## src/rtl/fpx_pkg.sv

```systemverilog
package fpx_pkg;
  localparam int EXC_W  = 8;
  localparam int ACC_W  = 5;
  localparam int STAT_W = 16;
  localparam int EXC_LSB = 8;
  localparam int ACC_LSB = 3;

  // exception byte bit positions
  localparam int E_BSUN  = 7;
  localparam int E_SNAN  = 6;
  localparam int E_OPERR = 5;
  localparam int E_OVFL  = 4;
  localparam int E_UNFL  = 3;
  localparam int E_DZ    = 2;
  localparam int E_INEX2 = 1;
  localparam int E_INEX1 = 0;

  // accrued byte bit positions
  localparam int A_IOP  = 4;
  localparam int A_OVFL = 3;
  localparam int A_UNFL = 2;
  localparam int A_DZ   = 1;
  localparam int A_INEX = 0;

  typedef enum logic [1:0] {
    CLS_TRAP_ARITH  = 2'd0,
    CLS_QUIET_ARITH = 2'd1,
    CLS_REG_MOVE    = 2'd2,
    CLS_MULTI_MOVE  = 2'd3
  } op_class_e;

  function automatic logic [ACC_W-1:0] accrue_terms(input logic [EXC_W-1:0] e);
    logic [ACC_W-1:0] t;
    t[A_IOP]  = e[E_SNAN] | e[E_OPERR];
    t[A_OVFL] = e[E_OVFL];
    t[A_UNFL] = e[E_UNFL] & e[E_INEX2];
    t[A_DZ]   = e[E_DZ];
    t[A_INEX] = e[E_INEX1] | e[E_INEX2] | e[E_OVFL];
    return t;
  endfunction
endpackage

```

## src/rtl/fpx_class_decode.sv

```systemverilog
module fpx_class_decode
  import fpx_pkg::*;
(
  input  logic       valid_i,
  input  logic [1:0] class_i,
  output logic       upd_exc_o,
  output logic       load_addr_o
);
  op_class_e cls;
  assign cls = op_class_e'(class_i);

  always_comb begin
    upd_exc_o   = 1'b0;
    load_addr_o = 1'b0;
    if (valid_i) begin
      unique case (cls)
        CLS_TRAP_ARITH: begin
          upd_exc_o   = 1'b1;
          load_addr_o = 1'b1;
        end
        CLS_QUIET_ARITH: upd_exc_o = 1'b1;
        default: ;
      endcase
    end
  end
endmodule

```

## src/rtl/fpx_status_reg.sv

```systemverilog
module fpx_status_reg
  import fpx_pkg::*;
(
  input  logic             clk_i,
  input  logic             rst_ni,
  input  logic             wr_i,
  input  logic [EXC_W-1:0] wr_exc_i,
  input  logic [ACC_W-1:0] wr_acc_i,
  input  logic             upd_i,
  input  logic [EXC_W-1:0] flags_i,
  output logic [EXC_W-1:0] exc_o,
  output logic [ACC_W-1:0] acc_o
);
  logic [ACC_W-1:0] terms;
  assign terms = accrue_terms(flags_i);

  always_ff @(posedge clk_i or negedge rst_ni) begin
    if (!rst_ni)    exc_o <= '0;
    else if (wr_i)  exc_o <= wr_exc_i;
    else if (upd_i) exc_o <= flags_i;
  end

  for (genvar b = 0; b < ACC_W; b++) begin : g_acc
    always_ff @(posedge clk_i or negedge rst_ni) begin
      if (!rst_ni)    acc_o[b] <= 1'b0;
      else if (wr_i)  acc_o[b] <= wr_acc_i[b];
      else if (upd_i) acc_o[b] <= acc_o[b] | terms[b];
    end
  end
endmodule

```

## src/rtl/fpx_addr_reg.sv

```systemverilog
module fpx_addr_reg #(
  parameter int W = 32
) (
  input  logic         clk_i,
  input  logic         rst_ni,
  input  logic         wr_i,
  input  logic [W-1:0] wr_data_i,
  input  logic         load_i,
  input  logic [W-1:0] addr_i,
  output logic [W-1:0] addr_o
);
  always_ff @(posedge clk_i or negedge rst_ni) begin
    if (!rst_ni)     addr_o <= '0;
    else if (wr_i)   addr_o <= wr_data_i;
    else if (load_i) addr_o <= addr_i;
  end
endmodule

```

## src/rtl/fpx_trap_gen.sv

```systemverilog
module fpx_trap_gen #(
  parameter int N = 8
) (
  input  logic         arm_i,
  input  logic [N-1:0] flags_i,
  input  logic [N-1:0] en_i,
  output logic         trap_o
);
  logic [N-1:0] hit;
  for (genvar b = 0; b < N; b++) begin : g_hit
    assign hit[b] = flags_i[b] & en_i[b];
  end
  assign trap_o = arm_i & (|hit);
endmodule

```

## src/rtl/fp_exc_status.sv

```systemverilog
module fp_exc_status
  import fpx_pkg::*;
#(
  parameter int DATA_W = 32
) (
  input  logic              clk_i,
  input  logic              rst_ni,
  input  logic              op_valid_i,
  input  logic [1:0]        op_class_i,
  input  logic [7:0]        op_flags_i,
  input  logic [DATA_W-1:0] op_addr_i,
  input  logic [7:0]        trap_en_i,
  input  logic              wr_en_i,
  input  logic              wr_sel_i,
  input  logic [DATA_W-1:0] wr_data_i,
  input  logic              rd_sel_i,
  output logic [DATA_W-1:0] rd_data_o,
  output logic              trap_o
);
  localparam int PAD_W = DATA_W - STAT_W;

  logic             upd_exc, load_addr, stat_wr, addr_wr;
  logic [EXC_W-1:0] exc_q;
  logic [ACC_W-1:0] acc_q;
  logic [DATA_W-1:0] addr_q;
  logic [DATA_W-1:0] stat_word;
  logic unused_wr_bits;

  assign stat_wr = wr_en_i & ~wr_sel_i;
  assign addr_wr = wr_en_i &  wr_sel_i;
  assign unused_wr_bits = ^{wr_data_i[DATA_W-1:STAT_W], wr_data_i[ACC_LSB-1:0]};

  fpx_class_decode i_decode (
    .valid_i    (op_valid_i),
    .class_i    (op_class_i),
    .upd_exc_o  (upd_exc),
    .load_addr_o(load_addr)
  );

  fpx_status_reg i_status (
    .clk_i   (clk_i),
    .rst_ni  (rst_ni),
    .wr_i    (stat_wr),
    .wr_exc_i(wr_data_i[EXC_LSB +: EXC_W]),
    .wr_acc_i(wr_data_i[ACC_LSB +: ACC_W]),
    .upd_i   (upd_exc),
    .flags_i (op_flags_i),
    .exc_o   (exc_q),
    .acc_o   (acc_q)
  );

  fpx_addr_reg #(.W(DATA_W)) i_addr (
    .clk_i    (clk_i),
    .rst_ni   (rst_ni),
    .wr_i     (addr_wr),
    .wr_data_i(wr_data_i),
    .load_i   (load_addr),
    .addr_i   (op_addr_i),
    .addr_o   (addr_q)
  );

  fpx_trap_gen #(.N(EXC_W)) i_trap (
    .arm_i  (upd_exc),
    .flags_i(op_flags_i),
    .en_i   (trap_en_i),
    .trap_o (trap_o)
  );

  assign stat_word = {{PAD_W{1'b0}}, exc_q, acc_q, {ACC_LSB{1'b0}}};
  assign rd_data_o = rd_sel_i ? addr_q : stat_word;
endmodule

```

## config.mk

```make
export PLATFORM = sky130hd
export DESIGN_NAME = fp_exc_status
export DESIGN_NICKNAME = d
export VERILOG_FILES = /design/src/rtl/fpx_pkg.sv /design/src/rtl/fpx_class_decode.sv /design/src/rtl/fpx_status_reg.sv /design/src/rtl/fpx_addr_reg.sv /design/src/rtl/fpx_trap_gen.sv /design/src/rtl/fp_exc_status.sv
export SDC_FILE = /design/constraint.sdc
export NUM_CORES = 1
export LEC_CHECK = 0
export CORE_ASPECT_RATIO = 1.75
export CORE_MARGIN = 2
export CORE_UTILIZATION = 44
export DETAILED_ROUTE_END_ITERATION = 12
export HOLD_SLACK_MARGIN = 0.06
export PLACE_DENSITY = 0.86
export SLEW_MARGIN = 20
export SYNTH_ARGS = -nofsm -noshare
export SYNTH_HDL_FRONTEND = slang
export SYNTH_HIERARCHICAL = 1
export SYNTH_SLANG_ARGS = --single-unit
```

## constraint.sdc

```tcl
create_clock -name clk_i -period 3.5 [get_ports clk_i]
set_clock_uncertainty 0.05 [all_clocks]
set_input_delay 1.05 -clock clk_i [delete_from_list [all_inputs] [get_ports clk_i]]
set_output_delay 1.05 -clock clk_i [all_outputs]
set_load 0.02 [all_outputs]
```

[Word-level counts from Yosys, hierarchy flattened]
Index checks and enable logic that the tools add are counted.
Operators by class
  equal/unequal tests: 1
  mux-type cells: 19
  bitwise gates (word level): 21
  reduce and logical (&&, ||, !) cells: 5
Operators by type and width (number)
  32-bit 2-to-1 mux: 3
  8-bit 2-to-1 mux: 2
  1-bit 2-to-1 mux: 14
  1-bit bitwise AND: 12
  1-bit OR: 8
  8-bit OR reduction: 1
  2-bit nonzero test: 2
  2-bit by 1-bit == test with 1-bit output (second input constant): 1
  2-bit logical NOT: 1
  2-bit OR reduction: 1
  1-bit inverter: 1
Storage, ports and cells
  register bits: 45
  output and inout port bits: 33
  bits of input ports: 88
  logic and storage cells: 53

[Logic depth before layout (Yosys ltp)]
Gate-level depths: netlist (run 1).
  depth after elaboration: 6
  gate-level depth with buffers: 5
  gate-level depth less buffers: 3

[Hierarchy]
Netlist (run 1), hierarchy kept.
By module, submodules not included
  fpx_addr_reg: instances 1, cells an instance 139, sequential area each 800.8 µm², area each 1515.2 µm²
  fpx_status_reg: instances 1, cells an instance 58, sequential area each 325.3 µm², area each 601.8 µm²
  fp_exc_status: instances 1, cells an instance 37, sequential area each 0.0 µm², area each 340.3 µm²
  fpx_trap_gen: instances 1, cells an instance 6, sequential area each 0.0 µm², area each 42.5 µm²
  fpx_class_decode: instances 1, cells an instance 2, sequential area each 0.0 µm², area each 18.8 µm²

[Worst setup path before layout (run 1)]
Ideal clock, no wire load.
  path type: input -> output
  start: in op_valid_i
  end: out trap_o
  data required time: 2.400 ns
  slack: 0.728 ns
  buffers on the path: 0
  arrival: 1.672 ns
  cell stages on the path: 3
  cells stage by stage: nor2b_1 > inv_1 > a41oi_1
On the way
  word-level cells in the longest chain between the ends: 2
Ends and longest elaborated chain
  start: declaration: line fp_exc_status.sv:8  | input logic op_valid_i,
  1-bit 2-to-1 mux: line fpx_class_decode.sv:15  | if (valid_i) begin
  1-bit bitwise AND: line fpx_trap_gen.sv:13  | assign trap_o = arm_i & (|hit);
  end: declaration: line fp_exc_status.sv:18  | output logic trap_o
Every way passes these cells.

[Final worst setup path (run 1)]
  start: in rd_sel_i
  end: out rd_data_o[16]
On the way
  word-level cells in the longest chain between the ends: 1
Ends and longest elaborated chain
  start: declaration: line fp_exc_status.sv:16  | input logic rd_sel_i,
  32-bit 2-to-1 mux: line fp_exc_status.sv:70  | assign rd_data_o = rd_sel_i ? addr_q : stat_word;
  end: declaration: line fp_exc_status.sv:17  | output logic [DATA_W-1:0] rd_data_o,
Every way passes these cells.

==> results of run 1 <==
## metal layers
layer	global-route usage (%)	share of wire, %	vias to the layer above
met2	40.4	56	90
li1	-	-	1081
met5	0	0	-
met3	4.60	5.5	17
met1	23.8	36	1041
met4	7.92	2.3	0
## metrics by stage
step	hold slack [ns]	worst slack (ns)	util (%)
after detailed placement	0.483	-0.263	68.7
after CTS	0.502	0.102	70.0
after global routing	0.525	0.0807	70.0
after floorplan	0.442	0.728	-
final	0.497	0.118	70.0
after global placement	0.475	-0.240	68.7
## path summary, 6_finish.rpt
| kind | from | to | slack [ns] | cells past startpoint |
|---|---|---|---|---|
| worst min-delay path | i_addr/addr_o[22]$_DFFE_PN0P_ | i_addr/addr_o[22]$_DFFE_PN0P_ | 0.50 | 2 |
| worst max register to register | i_status/exc_o[5]$_DFFE_PN0P_ | i_status/exc_o[5]$_DFFE_PN0P_ | 2.63 | 2 |
| worst max-delay path | rd_sel_i | rd_data_o[16] | 0.12 | 4 |
| worst min register to register | i_addr/addr_o[22]$_DFFE_PN0P_ | i_addr/addr_o[22]$_DFFE_PN0P_ | 0.50 | 2 |
| min in group asynchronous | rst_ni | i_addr/addr_o[25]$_DFFE_PN0P_ | 0.70 | 1 |
| max in group asynchronous | rst_ni | i_status/exc_o[1]$_DFFE_PN0P_ | 2.31 | 1 |
## synthesized netlist by cell type, types with 2 or more instances
cell     instances
o21ai_2          2
a21oi_1          4
mux2_2           2
dfrtp_1         45
a22oi_1          4
mux2_4          11
buf_2           11
nor2b_1          4
buf_12           4
o21ai_0          8
buf_6            3
mux2i_1         40
o21ai_1         34
nand2_1         43
nor2_1           2
and2_1          20
## critical path: cells and delay by family
family                 cells  cell delay [ns]
buffers and inverters      3             1.08
and+or+nand+nor            1             0.14
## report_power, final
group	total, W	internal (W)	switching [W]
sequential	0.000633	0.000592	0.0000412
clock	0.000306	0.000139	0.000167
combinational	0.000454	0.000257	0.000198
total	0.00139	0.000987	0.000406
## layout make-up
| cell class | count | share of cell area (%) |
|---|---|---|
| clock buffers | 6 | 1.87 |
| clock inverters | 2 | 0.258 |
| inverters | 1 | 0.0968 |
| multi-input cells | 178 | 31.7 |
| flip-flops and latches | 45 | 29.0 |
| well taps | 76 | 2.45 |
| repair buffers | 136 | 34.6 |
## flip-flops by register name (all words and copies together) (netlist names)
signal,flops
i_addr/addr_o,32
i_status/acc_o,5
i_status/exc_o,8
## cells by family (layout without fill, tap and decap cells)
group,after synthesis,in the layout
muxes,53,53
DFF,45,45
and+or+nand+nor,70,70
AOI/OAI and AO/OA,55,55
buffers and inverters,19,145
==> flow_metrics.env, run 1 <==
export IMPL_outcome="complete, no violations"
export IMPL_gp_congestion=0.768
export IMPL_final_cell_count_no_fill=444
export IMPL_avgSynthCellArea_um2=10.4
export IMPL_clk_path_buf_depth=2
export IMPL_cts_tree="built"
export IMPL_cts_clk_slew_worst_paths_ns=0.08
export IMPL_grt_pass1_wl_mm=10.8
export IMPL_finalNetCount=455
export IMPL_cts_buffers_inserted=5
export IMPL_grt_max_degree=46
export IMPL_grt_pass1_vias=2380
export IMPL_async_reset_ff_share_pct=100
export IMPL_ant_nets=0
export IMPL_path_cells="dlygate4sd2_1, buf_12, and2_1, clkdlybuf4s50_1"
export IMPL_grt_util_all_layers_pct=22.3
export IMPL_slew_violations=0
export IMPL_h_tree_depth=2
export IMPL_synth_xor_area_share_pct=0
export IMPL_cts_sinks=45
export IMPL_start_util_pct=45.5
export IMPL_place_area_um2=3810
export IMPL_boundaryPins=121
export IMPL_num_rows=36
export IMPL_path_class="input port to output pin"
export IMPL_final_common_cell="clkdlybuf4s50_1"
export IMPL_synthSimpleGateAreaFrac_pct=13.2
export IMPL_tightest_slew_ns=0.572
export IMPL_ys_flop_type="dfrtp_1"
export IMPL_drt_total_wl_mm=6.79
export IMPL_drt_initial_drc_count=100
export IMPL_fp_dieH_um=104
export IMPL_dp_cells=436
export IMPL_fin_setup_tns_ns=0
export IMPL_required_ns=2.40
export IMPL_postCtsResizedCells=16
export IMPL_netlist_top_cells_area="dfrtp_1, mux2i_1, o21ai_1, mux2_4, nand2_1"
export IMPL_drive_gt1_share_pct=11.4
export IMPL_worstSetupStartpointType="input port"
export IMPL_endpoint_kind="output pin"
export IMPL_synthesis_nets=330
export IMPL_grt_overflow=0
export IMPL_final_hold_viol_count=0
export IMPL_critPathMaxFanout=23
export IMPL_yosys_cell_types_count=21
export IMPL_drc=0
export IMPL_nFillCells=449
export IMPL_setup_viol=0
export IMPL_synth_top_area_cell="dfrtp_1"
export IMPL_power_density_nw_per_um2=359
export IMPL_cts_hold_buf=0
export IMPL_clk_latency_ns=0.29
export IMPL_rsz0062_at_grt="false"
export IMPL_fp_coreArea_um2=5540
export IMPL_finalCritPeriodShare_pct=96.6
export IMPL_power_leakage_nw=1.60
export IMPL_synth_edf_count=0
export IMPL_max_freq_mhz=296
export IMPL_multi_input_area_um2=1230
export IMPL_synth_top_cell_area_share_pct=44.7
export IMPL_vias_per_cell=5.02
export IMPL_root_buffer="clkbuf_8"
export IMPL_synthAdderAreaFrac_pct=0
export IMPL_synth_top_family_by_area="multiplexers"
export IMPL_fp_dieArea_um2=6370
export IMPL_peakVddDrop_mv=0.252
export IMPL_diodes=0
export IMPL_syn_area_um2=2520
export IMPL_slowest_stage="clkdlybuf4s50_1"
export IMPL_post_route_min_period_ns=3.38
export IMPL_portBuffers=120
export IMPL_ys_warn_count=6
export IMPL_synth_compound_area_share_pct=11.9
export IMPL_synth_mux_area_share_pct=23.3
export IMPL_ys_seq_elements=45
export IMPL_critPathArrivalTime_ns=2.28
export IMPL_max_stage_delay_ns=0.61
export IMPL_via_count=2229
export IMPL_postLayoutCellArea_um2=3880
export IMPL_dieWidth_um=61.2
export IMPL_hpwl_mm=5.36
export IMPL_drt_pass1_iter_count=4
export IMPL_seqCellArea_um2=1130
export IMPL_totalPowerFinal_w=0.00139
export IMPL_grt_antenna_before_repair=0
export IMPL_wl_per_cell_um=15.3
export IMPL_drv_cap=0
export IMPL_ys_seq_area_share_pct=44.7
export IMPL_cts_setup_buffers=0
export IMPL_area_delta_synth_final_pct=54.0
export IMPL_max_slew_margin_pct=61.9
export IMPL_syn_inst=242
export IMPL_layout_common_cells="clkdlybuf4s50_1, dfrtp_1, nand2_1, mux2i_1, o21ai_1"
export IMPL_hold_path_class="flop to flop"
Power figures use the tool's default switching activity.
==> inputs of run 2 (changes only) <==
--- a/config.mk
+++ b/config.mk
@@ -8,6 +8,7 @@
 export CORE_ASPECT_RATIO = 1.75
 export CORE_MARGIN = 2
 export CORE_UTILIZATION = 44
+export CTS_CLUSTER_SIZE = 25
 export DETAILED_ROUTE_END_ITERATION = 12
 export HOLD_SLACK_MARGIN = 0.06
 export PLACE_DENSITY = 0.86
==> results of run 2 <==
Final layout, timing and power as in run 1 (identical DEF).
==> inputs of run 3 (changes only) <==
--- a/config.mk
+++ b/config.mk
@@ -10,6 +10,7 @@
 export CORE_UTILIZATION = 44
 export CTS_CLUSTER_SIZE = 25
 export DETAILED_ROUTE_END_ITERATION = 12
+export GPL_TIMING_DRIVEN = 1
 export HOLD_SLACK_MARGIN = 0.06
 export PLACE_DENSITY = 0.86
 export SLEW_MARGIN = 20
==> results of run 3 <==
Final layout, timing and power as in run 1 (identical DEF).
